### config.mk
export PLATFORM = sky130hd
export DESIGN_NAME = led_status_shifter
export DESIGN_NICKNAME = d
export VERILOG_FILES = /design/src/rtl/led_pkg.sv /design/src/rtl/led_phase_div.sv /design/src/rtl/led_activity.sv /design/src/rtl/led_fault_latch.sv /design/src/rtl/led_burst_seq.sv /design/src/rtl/led_status_shifter.sv
export SDC_FILE = /design/constraint.sdc
export NUM_CORES = 1
export LEC_CHECK = 0
export ABC_CLOCK_PERIOD_IN_PS = 2970
export BUFFER_PORTS_ARGS = -buffer_cell sky130_fd_sc_hd__clkbuf_2
export CAP_MARGIN = 5
export CORE_MARGIN = 8
export CORE_UTILIZATION = 59
export CTS_CLUSTER_SIZE = 12
export DETAILED_ROUTE_END_ITERATION = 10
export PLACE_DENSITY = 0.8
export SLEW_MARGIN = 20
export SYNTH_ARGS = -nofsm -noshare
export SYNTH_HDL_FRONTEND = slang
export SYNTH_HIERARCHICAL = 1
export SYNTH_SLANG_ARGS = --single-unit
### constraint.sdc
create_clock -name clk -period 2.97 [get_ports clk]
set_input_delay 0.594 -clock clk [delete_from_list [all_inputs] [get_ports clk]]
set_output_delay 0.594 -clock clk [all_outputs]
set_load 0.1 [all_outputs]
### src/rtl/led_pkg.sv
package led_pkg;

  typedef enum logic [0:0] {
    SEQ_IDLE  = 1'b0,
    SEQ_SHIFT = 1'b1
  } seq_state_t;

  // lit decision for a port LED: dark without link, blink when active
  function automatic logic port_lit(input logic link, input logic active,
                                    input logic blink_on);
    return link & (~active | blink_on);
  endfunction

  function automatic logic slot_lit(input logic lamp, input logic on);
    return lamp | on;
  endfunction

endpackage

### src/rtl/led_phase_div.sv
module led_phase_div #(
  parameter int HI_CYC = 2,
  parameter int LO_CYC = 3
) (
  input  logic clk,
  output logic hi_phase,
  output logic period_end
);
  localparam int PER = HI_CYC + LO_CYC;
  localparam int PW  = (PER > 2) ? $clog2(PER) : 1;

  // free-running phase: keeps the shift clock alive through reset
  logic [PW-1:0] ph;

  always_ff @(posedge clk) begin
    if (ph >= PW'(PER - 1)) ph <= '0;
    else                    ph <= ph + 1'b1;
  end

  assign hi_phase   = (ph >= PW'(LO_CYC)) && (ph <= PW'(PER - 1));
  assign period_end = (ph == PW'(PER - 1));
endmodule

### src/rtl/led_activity.sv
module led_activity #(
  parameter int NP          = 34,
  parameter int WIN_PERIODS = 625000
) (
  input  logic          clk,
  input  logic          rst_n,
  input  logic          period_end,
  input  logic [NP-1:0] act_pulse,
  output logic [NP-1:0] act_recent,
  output logic          blink_on
);
  localparam int WW = (WIN_PERIODS > 2) ? $clog2(WIN_PERIODS) : 1;

  logic [WW-1:0] wcnt;
  logic [NP-1:0] seen;
  logic          win_end;

  assign win_end = period_end && (wcnt == WW'(WIN_PERIODS - 1));

  always_ff @(posedge clk) begin
    if (!rst_n) begin
      wcnt       <= '0;
      blink_on   <= 1'b1;
      seen       <= '0;
      act_recent <= '0;
    end else begin
      if (period_end) begin
        if (win_end) wcnt <= '0;
        else         wcnt <= wcnt + 1'b1;
      end
      if (win_end) begin
        blink_on   <= ~blink_on;
        act_recent <= seen | act_pulse;
        seen       <= '0;
      end else begin
        seen <= seen | act_pulse;
      end
    end
  end
endmodule

### src/rtl/led_fault_latch.sv
module led_fault_latch #(
  parameter int NSRC = 2
) (
  input  logic            clk,
  input  logic            rst_n,
  input  logic [NSRC-1:0] set_i,
  input  logic [NSRC-1:0] clr_i,
  input  logic            sw_fault,
  output logic [NSRC-1:0] flag_o,
  output logic            fault_lit
);
  always_ff @(posedge clk) begin
    if (!rst_n) begin
      flag_o <= '0;
    end else begin
      for (int s = 0; s < NSRC; s++) begin
        if (set_i[s])      flag_o[s] <= 1'b1;   // set wins over clear
        else if (clr_i[s]) flag_o[s] <= 1'b0;
      end
    end
  end

  assign fault_lit = (|flag_o) | sw_fault;
endmodule

### src/rtl/led_burst_seq.sv
module led_burst_seq
  import led_pkg::*;
#(
  parameter int FW            = 48,
  parameter int BURST_PERIODS = 620000
) (
  input  logic          clk,
  input  logic          rst_n,
  input  logic          hi_phase,
  input  logic          period_end,
  input  logic [FW-1:0] frame,
  output logic          busy,
  output logic          led_clk,
  output logic          led_data
);
  localparam int BW = (BURST_PERIODS > 2) ? $clog2(BURST_PERIODS) : 1;
  localparam int CW = (FW > 2) ? $clog2(FW) : 1;

  seq_state_t    st;
  logic [BW-1:0] pcnt;
  logic [CW-1:0] bcnt;
  logic [FW-1:0] shreg;
  logic          start;

  assign start = period_end && (pcnt == BW'(BURST_PERIODS - 1));
  assign busy  = (st == SEQ_SHIFT);

  always_ff @(posedge clk) begin
    if (!rst_n) begin
      st       <= SEQ_IDLE;
      pcnt     <= '0;
      bcnt     <= '0;
      shreg    <= '0;
      led_clk  <= hi_phase;   // keep clocking through reset
      led_data <= 1'b1;
    end else begin
      if (period_end) begin
        if (start) pcnt <= '0;
        else       pcnt <= pcnt + 1'b1;
      end
      unique case (st)
        SEQ_IDLE: begin
          if (start) begin
            st    <= SEQ_SHIFT;
            shreg <= frame;
            bcnt  <= '0;
          end
        end
        SEQ_SHIFT: begin
          if (period_end) begin
            if (bcnt == CW'(FW - 1)) st <= SEQ_IDLE;
            else                     bcnt <= bcnt + 1'b1;
            shreg <= shreg >> 1;
          end
        end
        default: st <= SEQ_IDLE;
      endcase
      led_clk  <= busy && hi_phase;
      led_data <= busy ? ~shreg[0] : 1'b1;
    end
  end
endmodule

### src/rtl/led_status_shifter.sv
module led_status_shifter
  import led_pkg::*;
#(
  parameter int NUM_PORTS      = 34,
  parameter int NUM_SW         = 12,
  parameter int CLK_HI_CYC     = 2,
  parameter int CLK_LO_CYC     = 3,
  parameter int BURST_PERIODS  = 620000,
  parameter int WINDOW_PERIODS = 625000
) (
  input  logic                 clk,
  input  logic                 rst_n,
  input  logic [NUM_PORTS-1:0] port_link,
  input  logic [NUM_PORTS-1:0] port_act,
  input  logic                 flow_active,
  input  logic                 crc_err_set,
  input  logic                 crc_err_clr,
  input  logic                 par_err_set,
  input  logic                 par_err_clr,
  input  logic                 sw_fault,
  input  logic [NUM_SW-1:0]    sw_leds,
  input  logic                 lamp_test,
  output logic                 led_clk,
  output logic                 led_data
);
  localparam int FRAME_W   = NUM_PORTS + 2 + NUM_SW;
  localparam int SLOT_FLOW = NUM_PORTS;
  localparam int SLOT_FLT  = NUM_PORTS + 1;
  localparam int SLOT_SW   = NUM_PORTS + 2;

  logic                 hi_phase, period_end;
  logic [NUM_PORTS-1:0] act_recent;
  logic                 blink_on;
  logic [1:0]           flt_flags;
  logic                 crc_flag, par_flag;
  logic                 fault_lit;
  logic                 seq_busy;
  logic [FRAME_W-1:0]   frame;

  led_phase_div #(.HI_CYC(CLK_HI_CYC), .LO_CYC(CLK_LO_CYC)) u_div (
    .clk(clk), .hi_phase(hi_phase), .period_end(period_end)
  );

  led_activity #(.NP(NUM_PORTS), .WIN_PERIODS(WINDOW_PERIODS)) u_act (
    .clk(clk), .rst_n(rst_n), .period_end(period_end),
    .act_pulse(port_act), .act_recent(act_recent), .blink_on(blink_on)
  );

  led_fault_latch #(.NSRC(2)) u_flt (
    .clk(clk), .rst_n(rst_n),
    .set_i({par_err_set, crc_err_set}),
    .clr_i({par_err_clr, crc_err_clr}),
    .sw_fault(sw_fault), .flag_o(flt_flags), .fault_lit(fault_lit)
  );

  assign crc_flag = flt_flags[0];
  assign par_flag = flt_flags[1];

  for (genvar k = 0; k < NUM_PORTS; k++) begin : g_port_slot
    assign frame[k] = slot_lit(lamp_test,
                               port_lit(port_link[k], act_recent[k], blink_on));
  end

  assign frame[SLOT_FLOW] = slot_lit(lamp_test, flow_active);
  assign frame[SLOT_FLT]  = slot_lit(lamp_test, fault_lit);

  for (genvar j = 0; j < NUM_SW; j++) begin : g_sw_slot
    assign frame[SLOT_SW + j] = slot_lit(lamp_test, sw_leds[j]);
  end

  led_burst_seq #(.FW(FRAME_W), .BURST_PERIODS(BURST_PERIODS)) u_seq (
    .clk(clk), .rst_n(rst_n), .hi_phase(hi_phase), .period_end(period_end),
    .frame(frame), .busy(seq_busy), .led_clk(led_clk), .led_data(led_data)
  );
endmodule

==> results.toml <==
[global_routing]
grt.overflow.total = 0
grt_first_pass_wirelength_mm = 28.5
grt_pass1_vias = 6087
maximum_number_of_pins_on_one_net_before_global_route_repair = 66
grt_util_all_layers_pct = 19.2
grt_antenna_before_repair = 0

[cts]
cts_tree = "done"
clkSinkCount = 171
cts.hold.buffers_added = 0
htree_num_levels = 4
buffer_type_at_the_clock_tree_root = "sky130_fd_sc_hd__clkbuf_16"
ctsResizeCount = 0
number_of_clock_buffers_inserted_by_tritoncts = 17
clkSlewWorstSetupHoldPaths_ps = 60
cts_setup_buffers = 0
clockBufferDepth = 2
clkLatencyLatePin_ps = 420

[run]
timing.max_cap.violations = 0

[floorplan]
floorplan.die.height_um = 133
initial_core_util_pct = 60.6
floorplan.die_area_um2 = 17700
fp-row-count = 42
die_span_in_x_um = 133
core-area_um2 = 13300
boundaryPins = 91

[hold_path]
worst_hold_startpoint = "par_err_set"
worst_hold_path.endpoint = "u_flt/flag_o[1]$_SDFFE_PN0P_"
min-delay-path-class = "in2reg"
min_delay_path_depth = 2

[synthesis]
synthFlopType = "sky130_fd_sc_hd__dfxtp_1"
synthTopCellsByCount = "sky130_fd_sc_hd__dfxtp_1 (171), sky130_fd_sc_hd__nand2_1 (155), sky130_fd_sc_hd__nor2_1 (98), sky130_fd_sc_hd__mux2i_1 (84), sky130_fd_sc_hd__mux2_2 (49)"
synth_edf_count = 0
synth_area_per_cell_um2 = 8.87
netlist_top_cells_area = "sky130_fd_sc_hd__dfxtp_1 (42%), sky130_fd_sc_hd__mux2i_1 (10%), sky130_fd_sc_hd__nand2_1 (7.2%), sky130_fd_sc_hd__mux2_2 (6.8%), sky130_fd_sc_hd__nor2_1 (4.6%)"
ys_seq_area_share_pct = 42.5
synth_cell_types = 52
netlist.top_cell.by_area = "sky130_fd_sc_hd__dfxtp_1"
syn-num-nets = 1004
postSynthCellCount = 909
synth_async_sr_flop_share_pct = 0
synth.ff_latch_count = 171
synth_most_common_cell = "sky130_fd_sc_hd__dfxtp_1"
syn-cell-area_um2 = 8060
synthDominantCellAreaShare_pct = 42.5
total_number_of_yosys_warnings = 6

[timing]
maxSlewHeadroom_pct = 50.2
period_minus_slack_ps = 2360
final_max_slew_viol_count = 0
final_min_period_over_clock_period_pct = 79.5
setup-violations-final = 0
clock_tree_skew_after_final_layout_ps = 10.3
clock.fmax_mhz = 423
report.final.hold_viol_count = 0
setup_repair_after_global_routing_missed_its_margin = "no"
fin_tns_setup_ps = 0
timing_worst_slew_pin_value_ps = 747

[routing]
finalWirelength_mm = 16.4
drt_pass1_iterations = 5
number_of_vias_per_cell = 5.35
ant_nets = 0
post-route-drc-count = 0
drt-wirelength-per-cell_um = 14.1
num_vias = 6240
dr.first_iter.drc_count = 566

[setup_path]
reg2reg_to = "u_seq/shreg[19]$_SDFFE_PN0P_"
crit-reg2reg-launch = "u_seq/pcnt[15]$_SDFFE_PN0P_"
timing.critical_path.to_type = "flop"
critical_path.max_stage_delay_ps = 670
critPathRequiredTime_ps = 3260
worstSetupStartpointType = "flop"
r2r_slack_ps = 610
critPathArrivalTime_ps = 2650
timing.setup.critical_path_class = "reg2reg"
critical_path.startpoint = "u_seq/pcnt[15]$_SDFFE_PN0P_"
top_fanout_value_on_the_critical_path = 47
critPathSlowestCell = "sky130_fd_sc_hd__or4_1"
crit_path_cell_trace = "or4b_1 -> or4_1 -> o21a_2 -> buf_12 -> mux2i_1"
worstRegToRegCells = 5

[pwr]
total_leakage_power_uw = 0.00379
sum_of_internal_switching_and_leakage_power_uw = 4750
power.density_cell_area_nw_per_um2 = 519
ir_drop_uv = 497

[cells_and_area]
n_fill_cell = 1077
register_area_um2 = 3420
fraction_of_final_layout_cells_sized_beyond_drive_strength_1_pct = 21.0
area_delta_synth_final_pct = 13.7
multi_input_comb_area_um2 = 4290
numnets_final = 1073
antennaDiodeCount = 0

[place]
place_hpwl_mm = 11.0
port_buffers = 90
gpl.final_weighted_congestion = 0.832

[run_status]
outcome = "finished, final reports clean"
-- stage by stage --
step           hold WS (ps)  worst slack, ps  instances  util [%]  instance area (um2)
3_5_place_dp            398              620       1135      64.6                 8590
6_report                381              608       1167      68.9                 9170
3_3_place_gp            401              654       1135      64.6                 8590
2_1_floorplan           368              775        909         -                 8060
4_1_cts                 364              575       1167      68.9                 9170
5_1_grt                 374              330       1167      68.9                 9170
-- per-layer routing --
layer | vias up | track usage [%] | share of wire, %
li1 | 3231 | - | -
met1 | 2886 | 24.3 | 48
met2 | 110 | 31.5 | 47
met3 | 13 | 4.92 | 3.6
met4 | 0 | 5.87 | 0.90
met5 | - | 0 | 0
-- report_power, final --
part	switching, uW	internal [uW]
Clock	888	1260
Sequential	14.3	2330
Combinational	138	130
-- worst max-delay path, delay by kind of cell, from the launching register on --
family                 cells  cell delay, ps
AND/OR/NAND/NOR            2            1190
multiplexers               1             160
flip-flops                 1             350
AO/OA/AOI/OAI              1             290
buffers and inverters      1             220
-- how the worst max path moves through the flow --
stage | end | depth (start not counted) | slack [ps]
3_3_place_gp | u_seq/shreg[20]$_SDFFE_PN0P_ | 5 | 650
5_1_grt | u_seq/pcnt[19]$_SDFFE_PN0P_ | 9 | 330
3_5_place_dp | u_act/act_recent[9]$_SDFFE_PN0P_ | 10 | 620
4_1_cts | u_act/act_recent[19]$_SDFFE_PN0P_ | 10 | 570
2_1_floorplan | u_seq/shreg[10]$_SDFFE_PN0P_ | 11 | 780
6_report | u_seq/shreg[19]$_SDFFE_PN0P_ | 5 | 610
-- cell type report --
| cell class | count | area share, % |
|---|---|---|
| Tap cell | 176 | 2.40 |
| Clock buffer | 21 | 4.91 |
| Clock inverter | 11 | 1.32 |
| Multi-Input combinational cell | 668 | 46.8 |
| Sequential cell | 171 | 37.4 |
| Inverter | 12 | 0.491 |
| Timing Repair Buffer | 108 | 6.69 |
-- cells by family after synthesis --
logic type	share of synthesized area, %
and+or+nand+nor	23.1
DFF	42.5
muxes	17.3
AOI/OAI and AO/OA	8.89
buffers and inverters	4.55
xor gates and xnor gates	2.82
adders and majority gates	0.931
-- cell usage in the layout (no fill, tap or decap), drive strengths merged, types with 6 or more instances in the layout --
cell and count:
mux2i 84, nand3 15, clkbuf 110, buf 19
nor4 10, nor3 8, nand4 14, or4 9
xnor2 16, nand2b 38, nand2 155, ha 6
o21ai 44, inv 12, xor2 10, dfxtp 171
o31ai 7, a21oi 10, or2 15, nor2 99
mux2 49, o22ai 6, a21o 34
-- flip-flops by register name (all words and copies together), names as in the netlist --
name              count
u_act/act_recent     34
u_act/blink_on        1
u_act/seen           34
u_act/wcnt           20
u_div/ph              3
u_flt/flag_o          2
u_seq/bcnt            6
u_seq/busy            1
u_seq/led_clk         1
u_seq/led_data        1
u_seq/pcnt           20
u_seq/shreg          48
No activity file was read; power rests on OpenSTA's default activity.
